$ cat src/rtl/iso_drv_pkg.sv
package iso_drv_pkg;
  localparam int unsigned NUM_SUP = 3;
  localparam int unsigned NUM_CH  = 2;

  // Supply slot indices; channel c uses slot SUP_OUT0 + c
  localparam int unsigned SUP_CTRL = 0;
  localparam int unsigned SUP_OUT0 = 1;

  function automatic int unsigned peer_slot(input int unsigned ch);
    return SUP_OUT0 + (NUM_CH - 1 - ch);
  endfunction
endpackage

$ cat src/rtl/iso_drv_sup_qual.sv
// Counts consecutive good samples of one supply flag; qualified after DELAY.
module iso_drv_sup_qual #(
  parameter int unsigned DELAY = 40
) (
  input  logic clk,
  input  logic rst_n,
  input  logic good,
  output logic ok
);
  localparam int unsigned CW = (DELAY < 1) ? 1 : $clog2(DELAY + 1);
  localparam logic [CW-1:0] LIMIT = CW'(DELAY);

  logic [CW-1:0] cnt;

  always_ff @(posedge clk or negedge rst_n) begin
    if (!rst_n)            cnt <= '0;
    else if (!good)        cnt <= '0;
    else if (cnt != LIMIT) cnt <= cnt + 1'b1;
  end

  assign ok = good && (cnt == LIMIT);
endmodule

$ cat src/rtl/iso_drv_chan_gate.sv
// One channel's output register with all gating terms.
module iso_drv_chan_gate #(
  parameter bit CROSS_TRIP = 1'b0
) (
  input  logic clk,
  input  logic rst_n,
  input  logic ctrl_ok,
  input  logic en,
  input  logic own_ok,
  input  logic peer_ok,
  input  logic cmd,
  output logic drv
);
  logic permit;

  generate
    if (CROSS_TRIP) begin : g_cross
      assign permit = ctrl_ok && en && own_ok && peer_ok;
    end else begin : g_indep
      logic unused_peer;
      assign unused_peer = peer_ok;
      assign permit = ctrl_ok && en && own_ok;
    end
  endgenerate

  always_ff @(posedge clk or negedge rst_n) begin
    if (!rst_n) drv <= 1'b0;
    else        drv <= permit && cmd;
  end
endmodule

$ cat src/rtl/iso_drv_ready_reg.sv
// Registered all-supplies-good status.
module iso_drv_ready_reg #(
  parameter int unsigned N = 3
) (
  input  logic         clk,
  input  logic         rst_n,
  input  logic [N-1:0] good,
  output logic         ready
);
  always_ff @(posedge clk or negedge rst_n) begin
    if (!rst_n) ready <= 1'b0;
    else        ready <= &good;
  end
endmodule

$ cat src/rtl/iso_drv_interlock.sv
module iso_drv_interlock
  import iso_drv_pkg::*;
#(
  parameter int unsigned START_SHORT_CYC = 40,
  parameter int unsigned START_LONG_CYC  = 1000,
  parameter int unsigned OUT_START_CYC   = 60,
  parameter bit          SAFE_START      = 1'b0,
  parameter bit          CROSS_TRIP      = 1'b0
) (
  input  logic clk,
  input  logic rst_n,
  input  logic vin_good,
  input  logic vout_a_good,
  input  logic vout_b_good,
  input  logic en,
  input  logic cmd_a,
  input  logic cmd_b,
  output logic drv_a,
  output logic drv_b,
  output logic ready
);
  localparam int unsigned CTRL_DLY = SAFE_START ? START_LONG_CYC : START_SHORT_CYC;

  logic [NUM_SUP-1:0] sup_good;
  logic [NUM_SUP-1:0] sup_ok;
  logic [NUM_CH-1:0]  cmd_v;
  logic [NUM_CH-1:0]  drv_v;

  assign sup_good = {vout_b_good, vout_a_good, vin_good};
  assign cmd_v    = {cmd_b, cmd_a};

  for (genvar s = 0; s < NUM_SUP; s++) begin : g_sup
    iso_drv_sup_qual #(
      .DELAY((s == SUP_CTRL) ? CTRL_DLY : OUT_START_CYC)
    ) u_qual (
      .clk  (clk),
      .rst_n(rst_n),
      .good (sup_good[s]),
      .ok   (sup_ok[s])
    );
  end

  for (genvar c = 0; c < NUM_CH; c++) begin : g_ch
    iso_drv_chan_gate #(
      .CROSS_TRIP(CROSS_TRIP)
    ) u_gate (
      .clk    (clk),
      .rst_n  (rst_n),
      .ctrl_ok(sup_ok[SUP_CTRL]),
      .en     (en),
      .own_ok (sup_ok[SUP_OUT0 + c]),
      .peer_ok(sup_ok[peer_slot(c)]),
      .cmd    (cmd_v[c]),
      .drv    (drv_v[c])
    );
  end

  iso_drv_ready_reg #(.N(NUM_SUP)) u_ready (
    .clk  (clk),
    .rst_n(rst_n),
    .good (sup_good),
    .ready(ready)
  );

  assign drv_a = drv_v[0];
  assign drv_b = drv_v[1];
endmodule

$ cat config.mk
export PLATFORM = sky130hd
export DESIGN_NAME = iso_drv_interlock
export DESIGN_NICKNAME = d
export VERILOG_FILES = /design/src/rtl/iso_drv_pkg.sv /design/src/rtl/iso_drv_sup_qual.sv /design/src/rtl/iso_drv_chan_gate.sv /design/src/rtl/iso_drv_ready_reg.sv /design/src/rtl/iso_drv_interlock.sv
export SDC_FILE = /design/constraint.sdc
export NUM_CORES = 1
export LEC_CHECK = 0
export ABC_AREA = 1
export BUFFER_PORTS_ARGS = -buffer_cell sky130_fd_sc_hd__buf_2
export CORE_UTILIZATION = 39
export DETAILED_ROUTE_END_ITERATION = 6
export SLEW_MARGIN = 40
export SYNTH_ARGS = -nofsm -noshare
export SYNTH_HDL_FRONTEND = slang
export SYNTH_SLANG_ARGS = --single-unit
$ cat constraint.sdc
create_clock -name clk -period 2.1 [get_ports clk]
set_input_delay 0.315 -clock clk [delete_from_list [all_inputs] [get_ports clk]]
set_output_delay 0.315 -clock clk [all_outputs]
set_load 0.01 [all_outputs]
======== Word level (Yosys, flattened, before mapping) ========
Cells that the tools add are included.
Widths: inputs -> output; s select.
word-level totals
  memory bits (read-only) ................. 0
  memories ................................ 0
  memory bits (writable) .................. 0
  input port bits ......................... 8
  logic and storage cells ................. 33
  latch bits .............................. 0
  flip-flop bits (word level) ............. 21
  output and inout bits ................... 3
cells by class
  multiplexer cells ....................... 6
  $lt $le $gt $ge ......................... 0
  divide/modulo/power cells ............... 0
  equal/unequal tests ..................... 9
  bitwise gates (word level) .............. 0
  add/sub/neg operators ................... 3
  shift operators ......................... 0
  $mul .................................... 0
  reductions and logical operators ........ 9
operators by type and width
  operator             count
  $mux 6               6
  $add 6x1->6 const B  3
  $eq 6x6->1 const B   3
  $ne 6x6->1 const B   3
  $logic_and 1x1->1    8
  $ne 2x1->1 const B   3
  $reduce_and 3->1     1

======== Logic depth before layout (Yosys ltp) ========
Gate-level depths: netlist of run 1.
  depth after elaboration ................. 5
  mapped depth ............................ 8
  gate-level depth less buffers ........... 8

======== Hierarchy ========
A second synthesis of run 1 with hierarchy kept.
second synthesis, totals
  cell total of the unflattened synthesis .. 136
  area total of the unflattened synthesis .. 1202.4 µm²
modules (own cells, without submodules)
  module                                   sequential area each (µm²)  cells an instance  area each (µm²)  times used
  iso_drv_sup_qual at g_sup[1].u_qual ...  150.1                       42                 375.4            2
  iso_drv_sup_qual at g_sup[0].u_qual      150.1                       40                 340.3            1
  iso_drv_chan_gate                        25.0                        4                  36.3             2
  iso_drv_ready_reg                        25.0                        4                  38.8             1

======== Worst setup path after synthesis of run 1 ========
No wires, ideal clock.
  path type ............................... register to register
  from .................................... register g_sup[1].u_qual.cnt[0]
  to ...................................... register g_sup[1].u_qual.cnt[2]
  data arrival time ....................... 1.003 ns
  path buffers ............................ 0
  required time ........................... 1.982 ns
  stages on the path, launching flop included .. 5
  slack ................................... 0.979 ns
  period minus slack after synthesis ...... 1.121 ns
  setup time .............................. 0.118 ns
  cells stage by stage .................... dfrtp_1 -> ha_1 -> or2_2 -> nand3_1 -> nand2_1
on the way
  longest elaborated chain between the ends .. 3
  elaborated cells on any way between the ends .. 5
  those cells by class .................... 1 x add/sub; 2 x eq/ne; 2 x mux
RTL lines
  item                    line                    source
  start, declared         iso_drv_sup_qual.sv:13  logic [CW-1:0] cnt;
  start signal, assigned  iso_drv_sup_qual.sv:18  else if (cnt != LIMIT) cnt <= cnt + 1'b1;
  $add 6x1->6             iso_drv_sup_qual.sv:18
  $mux 6                  iso_drv_sup_qual.sv:18
  $mux 6                  iso_drv_sup_qual.sv:17  else if (!good) cnt <= '0;
Several ways; a longest one is shown, not always the timed one. The select of a mux whose other input is x is not followed.
A chain may end at the register's enable or synchronous reset.

======== Final worst setup path of run 1 ========
  from .................................... register g_sup[1].u_qual.cnt[0]
  to ...................................... register g_sup[1].u_qual.cnt[0]
Same word-level chain as after synthesis.

==> out/qor.csv, run 1 <==
stage;metric;value;unit
critical_path;cp_max_fo;6;
sta;setup_tns;0;ps
placed_design;port_buffers;10;
drt;first_pass_iters;4;
sta;slew_headroom;67.9;%
critical_path;r2r_start;g_sup[1].u_qual.cnt[0]$_DFFE_PN0P_;
clock_tree;clock_latency;300;ps
sta;rsz0062_at_grt;no;
synthesis;syn_area;1150;µm²
synthesis;synth_top_area_share;45.9;%
clock_tree;h-tree-depth;1;
sta;slew_viol_final;0;
synthesis;yosysSeqAreaShare;45.9;%
drt;vias;924;
critical_path;ff2ff_path_depth;5;
critical_path;critical_path_class;reg2reg;
critical_path;required;2280;ps
sta;min_period_over_period;59.7;%
synthesis;yosysWarnings;0;
synthesis;ys_ff_latch;21;
placed_design;dp.cells;188;
clock_tree;cts-root-buf;clkbuf_4;
clock_tree;cts_tree;done;
die;dieArea;3160;µm²
synthesis;synth_cells;149;
die;initial_core_util;41.2;%
global_route;grt_overflow_total;0;
synthesis;ys.flop_type;dfrtp_1;
final_layout;final_layout_size_suffix_gt1_share;13.6;%
drt;antenna_left;0;
critical_path;rr_endpoint;g_sup[1].u_qual.cnt[0]$_DFFE_PN0P_;
run;max_cap_viol_count;0;
die;die_y;56.2;µm
synthesis;synth_common_cells;44 x nand2_1, 24 x inv_1, 21 x dfrtp_1, 17 x nand3_1, 13 x nor2_1;
final_layout;instances_no_fill;193;
global_route;grt_pass1_wl;3660;µm
final_layout;area_delta_synth_final;9.93;%
synthesis;synth_top_area_cell;dfrtp_1;
synthesis;netlist-cell-type-count;20;
sta;finalSetupViolations;0;
clock_tree;clock-sinks;21;
synthesis;syn_area_per_cell;7.69;µm²
die;rows;19;
die;die_x;56.2;µm
global_route;antenna_found_initial;0;
clock_tree;cts_buffer_depth;2;
critical_path;critical_path.endpoint_type;flip-flop;
power_and_ir_drop;powerDensity;553;nW/µm²
final_layout;n_antenna_cell;0;
drt;vias_per_cell;4.79;
synthesis;synth.most_common_cell;nand2_1;
critical_path;cp-start-kind;flip-flop;
clock_tree;clk_transition_reported_paths;110;ps
status;status;finished clean;
die;core-area;2780;µm²
synthesis;synth.area.top_cells;dfrtp_1 46%, nand2_1 14%, inv_1 7.9%, nand3_1 7.4%, ha_1 6.6%;
global_route;grt_pass1_vias;891;
global_route;track_usage;14.8;%
sta;clock_skew;2.27;ps
critical_path;startpoint;g_sup[1].u_qual.cnt[0]$_DFFE_PN0P_;
synthesis;async_reset_ff_share;100;%
drt;drt_iter0_markers;31;
sta;period_minus_slack;1250;ps
power_and_ir_drop;p_leak;0.671;nW
die;boundaryPins;11;
global_route;grt_start_max_net_pins;22;
sta;worst_pin_slew;481;ps
drt;drc;0;
clock_tree;cts_buffers;3;
power_and_ir_drop;vdd_drop_max;0.000332;V
synthesis;synth_nets;163;
drt;wirelength;2040;µm
drt;wl_per_cell;10.6;µm
sta;clock.fmax;797;MHz
sta;finalHoldViolCount;0;
final_layout;nets;177;
power_and_ir_drop;p_total;0.696;mW
hold_path;hp-class;in2reg;
placed_design;gp_congestion;0.775;
critical_path;cp.arrival;1440;ps
placed_design;place_hpwl;1560;µm
critical_path;r2r_slack;850;ps
critical_path;crit_path_end;g_sup[1].u_qual.cnt[0]$_DFFE_PN0P_;
synthesis;synth-edff-count;0;
power breakdown:
part           switching (mW)  internal [mW]  total (mW)
sequential             0.0159          0.419       0.434
combinational          0.0421         0.0258      0.0680
clock                   0.120         0.0740       0.194
placed cells by master (no fill, tap or decap):
master,n
xor2_1,1
or2_2,1
ha_1,6
clkbuf_1,1
nor2_1,13
o211ai_1,1
dlygate4sd3_1,1
dfrtp_1,21
inv_1,24
nand3_2,1
buf_2,10
a21oi_1,2
nand2_2,3
nand4_1,1
nand2_1,44
nor3_4,1
inv_2,1
clkbuf_4,3
o21bai_1,2
nand3_1,17
nor2_2,2
o21ai_0,6
repair_timing:
item | in CTS | in global routing
hold endpoints to repair | 21 | 0
hold buffers | 1 | 0
resized for setup | 0 | 0
buffers inserted | 0 | 0
routing by layer:
layer  track usage, %  up-vias  share of wire (%)
met2             26.2       13                 47
met1             17.3      424                 49
met4             3.14        0               0.83
met5                0        -                  0
li1                 -      485                  -
met3             4.88        2                2.9
through the flow:
step           area, µm²  hold slack, ps  util (%)  setup slack [ps]
5_1_grt             1260             204      45.3               681
4_1_cts             1260             204      45.3               834
6_report            1260             224      45.3               846
3_3_place_gp        1220             307      44.0               919
2_1_floorplan       1150            19.4         -               979
3_5_place_dp        1220             308      44.0               860
cell type report:
cell class | count | area (µm²)
fillers | 290 | 1520
flip-flops and latches | 21 | 526
multi-input cells | 101 | 515
inverters | 25 | 93.8
repair buffers | 11 | 60.1
well taps | 31 | 38.8
clock buffers | 4 | 26.3
worst max-delay path: stages, from the launching register on:
cell,delay [ps]
dfrtp_1,440
inv_1,100
ha_1,140
nand2_1,90
nor3_4,230
o21ai_0,140
cells by family (layout without fill, tap and decap cells):
| group | count (synthesis) | count (layout) | share of synthesized area, % |
|---|---|---|---|
| and+or+nand+nor | 83 | 83 | 32.2 |
| buffers and inverters | 27 | 40 | 9.17 |
| DFF | 21 | 21 | 45.9 |
| AOI/OAI and AO/OA | 11 | 11 | 5.46 |
| adders and majority gates | 6 | 6 | 6.55 |
| xor gates and xnor gates | 1 | 1 | 0.764 |
state kept, by name, summed over array words and instances, names as in the netlist:
name and flops:
g_sup.u_qual.cnt 18, g_ch.u_gate.drv 2, u_ready.ready 1
how the worst min path moves through the flow:
stage                from                                  to  slack (ps)  cells after the start
floorplan           rst_n        g_ch[0].u_gate.drv$_DFF_PN0_          20                      0
global placement    rst_n  g_sup[1].u_qual.cnt[3]$_DFFE_PN0P_         310                      1
detailed placement  rst_n  g_sup[2].u_qual.cnt[4]$_DFFE_PN0P_         310                      1
CTS                 cmd_a        g_ch[0].u_gate.drv$_DFF_PN0_         200                      3
global route        cmd_a        g_ch[0].u_gate.drv$_DFF_PN0_         200                      3
finish              cmd_a        g_ch[0].u_gate.drv$_DFF_PN0_         220                      3
Note: power is estimated with default switching activity, not from simulation.
==> run 2: changes to the inputs <==
- clock period: 2.1 -> 1 ns (I/O delays scaled with it)
==> run 2 against run 1 <==
The flow now finishes with violations (negative setup slack). Clock power is 110% higher. Routed wire length up 25%. Flip-flop and latch count unchanged. Total power up 140%. Register-to-register slack lost 1000 ps. Critical path type unchanged. Highest routed layer unchanged.
==> out/qor.csv, run 2 (synthesis gave the netlist of run 1 again) <==
stage;metric;value;unit;change
status;violations;negative setup slack;;
sta;setup_tns;-2280;ps;-2280 ps
placed_design;dp.cells;201;;+6.9%
placed_design;gp_congestion;0.815;;+5.1%
critical_path;r2r_slack;-170;ps;-1020 ps
final_layout;largest_register_ff_count;18;;unchanged
critical_path;r2r_start;g_sup[1].u_qual.cnt[1]$_DFFE_PN0P_;;
die;boundaryPins;11;;unchanged
critical_path;crit_family;flip-flops;;
final_layout;filler_cell_count;262;;-9.7%
critical_path;rr_endpoint;g_sup[1].u_qual.cnt[2]$_DFFE_PN0P_;;
sta;worst_pin_slew;456;ps;-24.9 ps
critical_path;critical_path_class;reg2reg;;
critical_path;crit_path_cell_trace;ha_2 > or2_2 > nand3_1 > nand2_1;;
sta;finalSetupViolations;18;;+18
sta;fin_ws;-171;ps;-1020 ps
final_layout;final_util;57.5;%;+12 points
global_route;grt_overflow_total;0;;unchanged
drt;first_pass_iters;4;;unchanged
clock_tree;cts_tree;done;;
run;max_cap_viol_count;0;;unchanged
critical_path;crit_path_end;g_sup[1].u_qual.cnt[2]$_DFFE_PN0P_;;
critical_path;startpoint;g_sup[1].u_qual.cnt[1]$_DFFE_PN0P_;;
clock_tree;clock-sinks;21;;unchanged
sta;period_minus_slack;1170;ps;-82.9 ps
placed_design;post_dp_cell_area;1350;µm²;+10%
drt;antenna_left;0;;unchanged
critical_path;ff2ff_path_depth;4;;-1
power_and_ir_drop;p_leak;0.819;nW;+22%
sta;slew_viol_final;0;;unchanged
global_route;track_usage;16.6;%;+1.8 points
clock_tree;clock_latency;300;ps;about the same
sta;clock_skew;2.14;ps;-0.133 ps
die;rows;19;;unchanged
clock_tree;cts_buffers;3;;unchanged
final_layout;area_delta_synth_final;39.5;%;
sta;rsz0062_at_grt;yes;;
status;status;finished with violations;;
drt;wl_per_cell;11.7;µm;+10%
critical_path;required;1200;ps;-1080 ps
drt;vias_per_cell;4.79;;about the same
final_layout;fin_area;1600;µm²;+27%
critical_path;cp-start-kind;flip-flop;;
global_route;grt_start_max_net_pins;22;;unchanged
global_route;grt_pass1_vias;1054;;+18%
hold_path;hp-class;in2reg;;
clock_tree;h-tree-depth;1;;unchanged
critical_path;crit_buf_inv;0;;-1
final_layout;top_register;g_sup.u_qual.cnt;;
critical_path;critical_path.endpoint_type;flip-flop;;
critical_path;cp_max_fo;4;;-2
final_layout;final_common_cell;nand2_1;;
critical_path;cpPeakStageDelay;440;ps;about the same
global_route;antenna_found_initial;0;;unchanged
sta;finalHoldViolCount;0;;unchanged
clock_tree;cts-root-buf;clkbuf_4;;
power_and_ir_drop;powerDensity;1030;nW/µm²;+86%
die;die_x;56.2;µm;unchanged
critical_path;slowest_stage;dfrtp_1;;
critical_path;worst-path-stages;4;;-1
placed_design;place_hpwl;1670;µm;+6.7%
die;die_y;56.2;µm;unchanged
drt;wirelength;2540;µm;+25%
final_layout;final_cell_mix;31 x nand2_1, 24 x buf_4, 20 x dfrtp_1, 15 x inv_1, 14 x nand3_1;;
clock_tree;clk_transition_reported_paths;110;ps;about the same
final_layout;n_antenna_cell;0;;unchanged
sta;clock.fmax;854;MHz;+7.1%
placed_design;port_buffers;10;;unchanged
final_layout;instances_no_fill;218;;+13%
drt;drt_iter0_markers;20;;-35%
power_and_ir_drop;vdd_drop_max;0.000662;V;+99%
final_layout;reg_top3;g_sup.u_qual.cnt x18, g_ch.u_gate.drv x2, u_ready.ready x1;;
sta;min_period_over_period;117;%;+57 points
die;core-area;2780;µm²;unchanged
drt;drc;0;;unchanged
drt;vias;1044;;+13%
die;dieArea;3160;µm²;unchanged
sta;slew_headroom;69.6;%;+1.7 points
critical_path;cp.arrival;1380;ps;-60 ps
clock_tree;cts_buffer_depth;2;;unchanged
final_layout;final_layout_size_suffix_gt1_share;46.0;%;+32 points
die;initial_core_util;41.2;%;unchanged
final_layout;nets;202;;+14%
global_route;grt_pass1_wl;4150;µm;+14%
==> run 2: worst min path at each step <==
stage / start / to / slack, ps / cells past startpoint
2_1_floorplan: rst_n / g_ch[0].u_gate.drv$_DFF_PN0_ / -150 / 0
3_3_place_gp: rst_n / g_sup[2].u_qual.cnt[1]$_DFFE_PN0P_ / 130 / 1
3_5_place_dp: rst_n / g_sup[2].u_qual.cnt[0]$_DFFE_PN0P_ / 130 / 1
4_1_cts: cmd_a / g_ch[0].u_gate.drv$_DFF_PN0_ / 40 / 3
5_1_grt: cmd_a / g_ch[0].u_gate.drv$_DFF_PN0_ / 40 / 3
6_report: cmd_a / g_ch[0].u_gate.drv$_DFF_PN0_ / 50 / 3
==> run 2: layer usage <==
| metal | GRT usage, % | wire length [µm] | share of wire [%] | up-vias |
|---|---|---|---|---|
| li1 | - | - | - | 539 |
| met1 | 19.9 | 1120 | 44 | 487 |
| met2 | 29.6 | 1350 | 53 | 14 |
| met3 | 2.79 | 52 | 2.0 | 4 |
| met4 | 6.27 | 23 | 0.90 | 0 |
| met5 | 0 | 0 | 0 | - |
==> run 2: area by class of cell <==
| class | instances | area [µm²] | area share (%) |
|---|---|---|---|
| multi-input combinational | 101 | 662 | 41.4 |
| sequential | 21 | 527 | 32.9 |
| timing repair buffer | 36 | 251 | 15.7 |
| inverter | 25 | 93.8 | 5.87 |
| tap | 31 | 38.8 | 2.43 |
| clock buffer | 4 | 26.3 | 1.64 |
==> run 2: what timing repair did <==
item	CTS	global route
gates cloned	0	0
setup endpoints to repair	18	21
hold endpoints to repair	21	0
resized for setup	22	20
hold buffers	1	0
setup buffers	8	4
pin swaps	15	5
==> run 2: worst register-to-register path, stage by stage, from the launching register on <==
cell,delay [ps]
dfrtp_1,440
ha_2,210
or2_2,300
nand3_1,80
nand2_1,50
==> run 2: power by group <==
part | internal, mW | switching, mW | total (mW) | leakage [nW]
clock | 0.155 | 0.248 | 0.404 | 0.0150
sequential | 0.880 | 0.0322 | 0.912 | 0.284
combinational | 0.169 | 0.157 | 0.326 | 0.520
==> run 2: metrics by stage <==
step | setup WS (ps) | hold slack (ps) | power, mW
4_1_cts | -204 | 37.8 | 1.61
2_1_floorplan | -96.8 | -146 | 1.03
3_3_place_gp | -155 | 128 | 1.13
5_1_grt | -284 | 35.2 | 1.74
3_5_place_dp | -206 | 135 | 1.14
6_report | -171 | 53.2 | 1.64
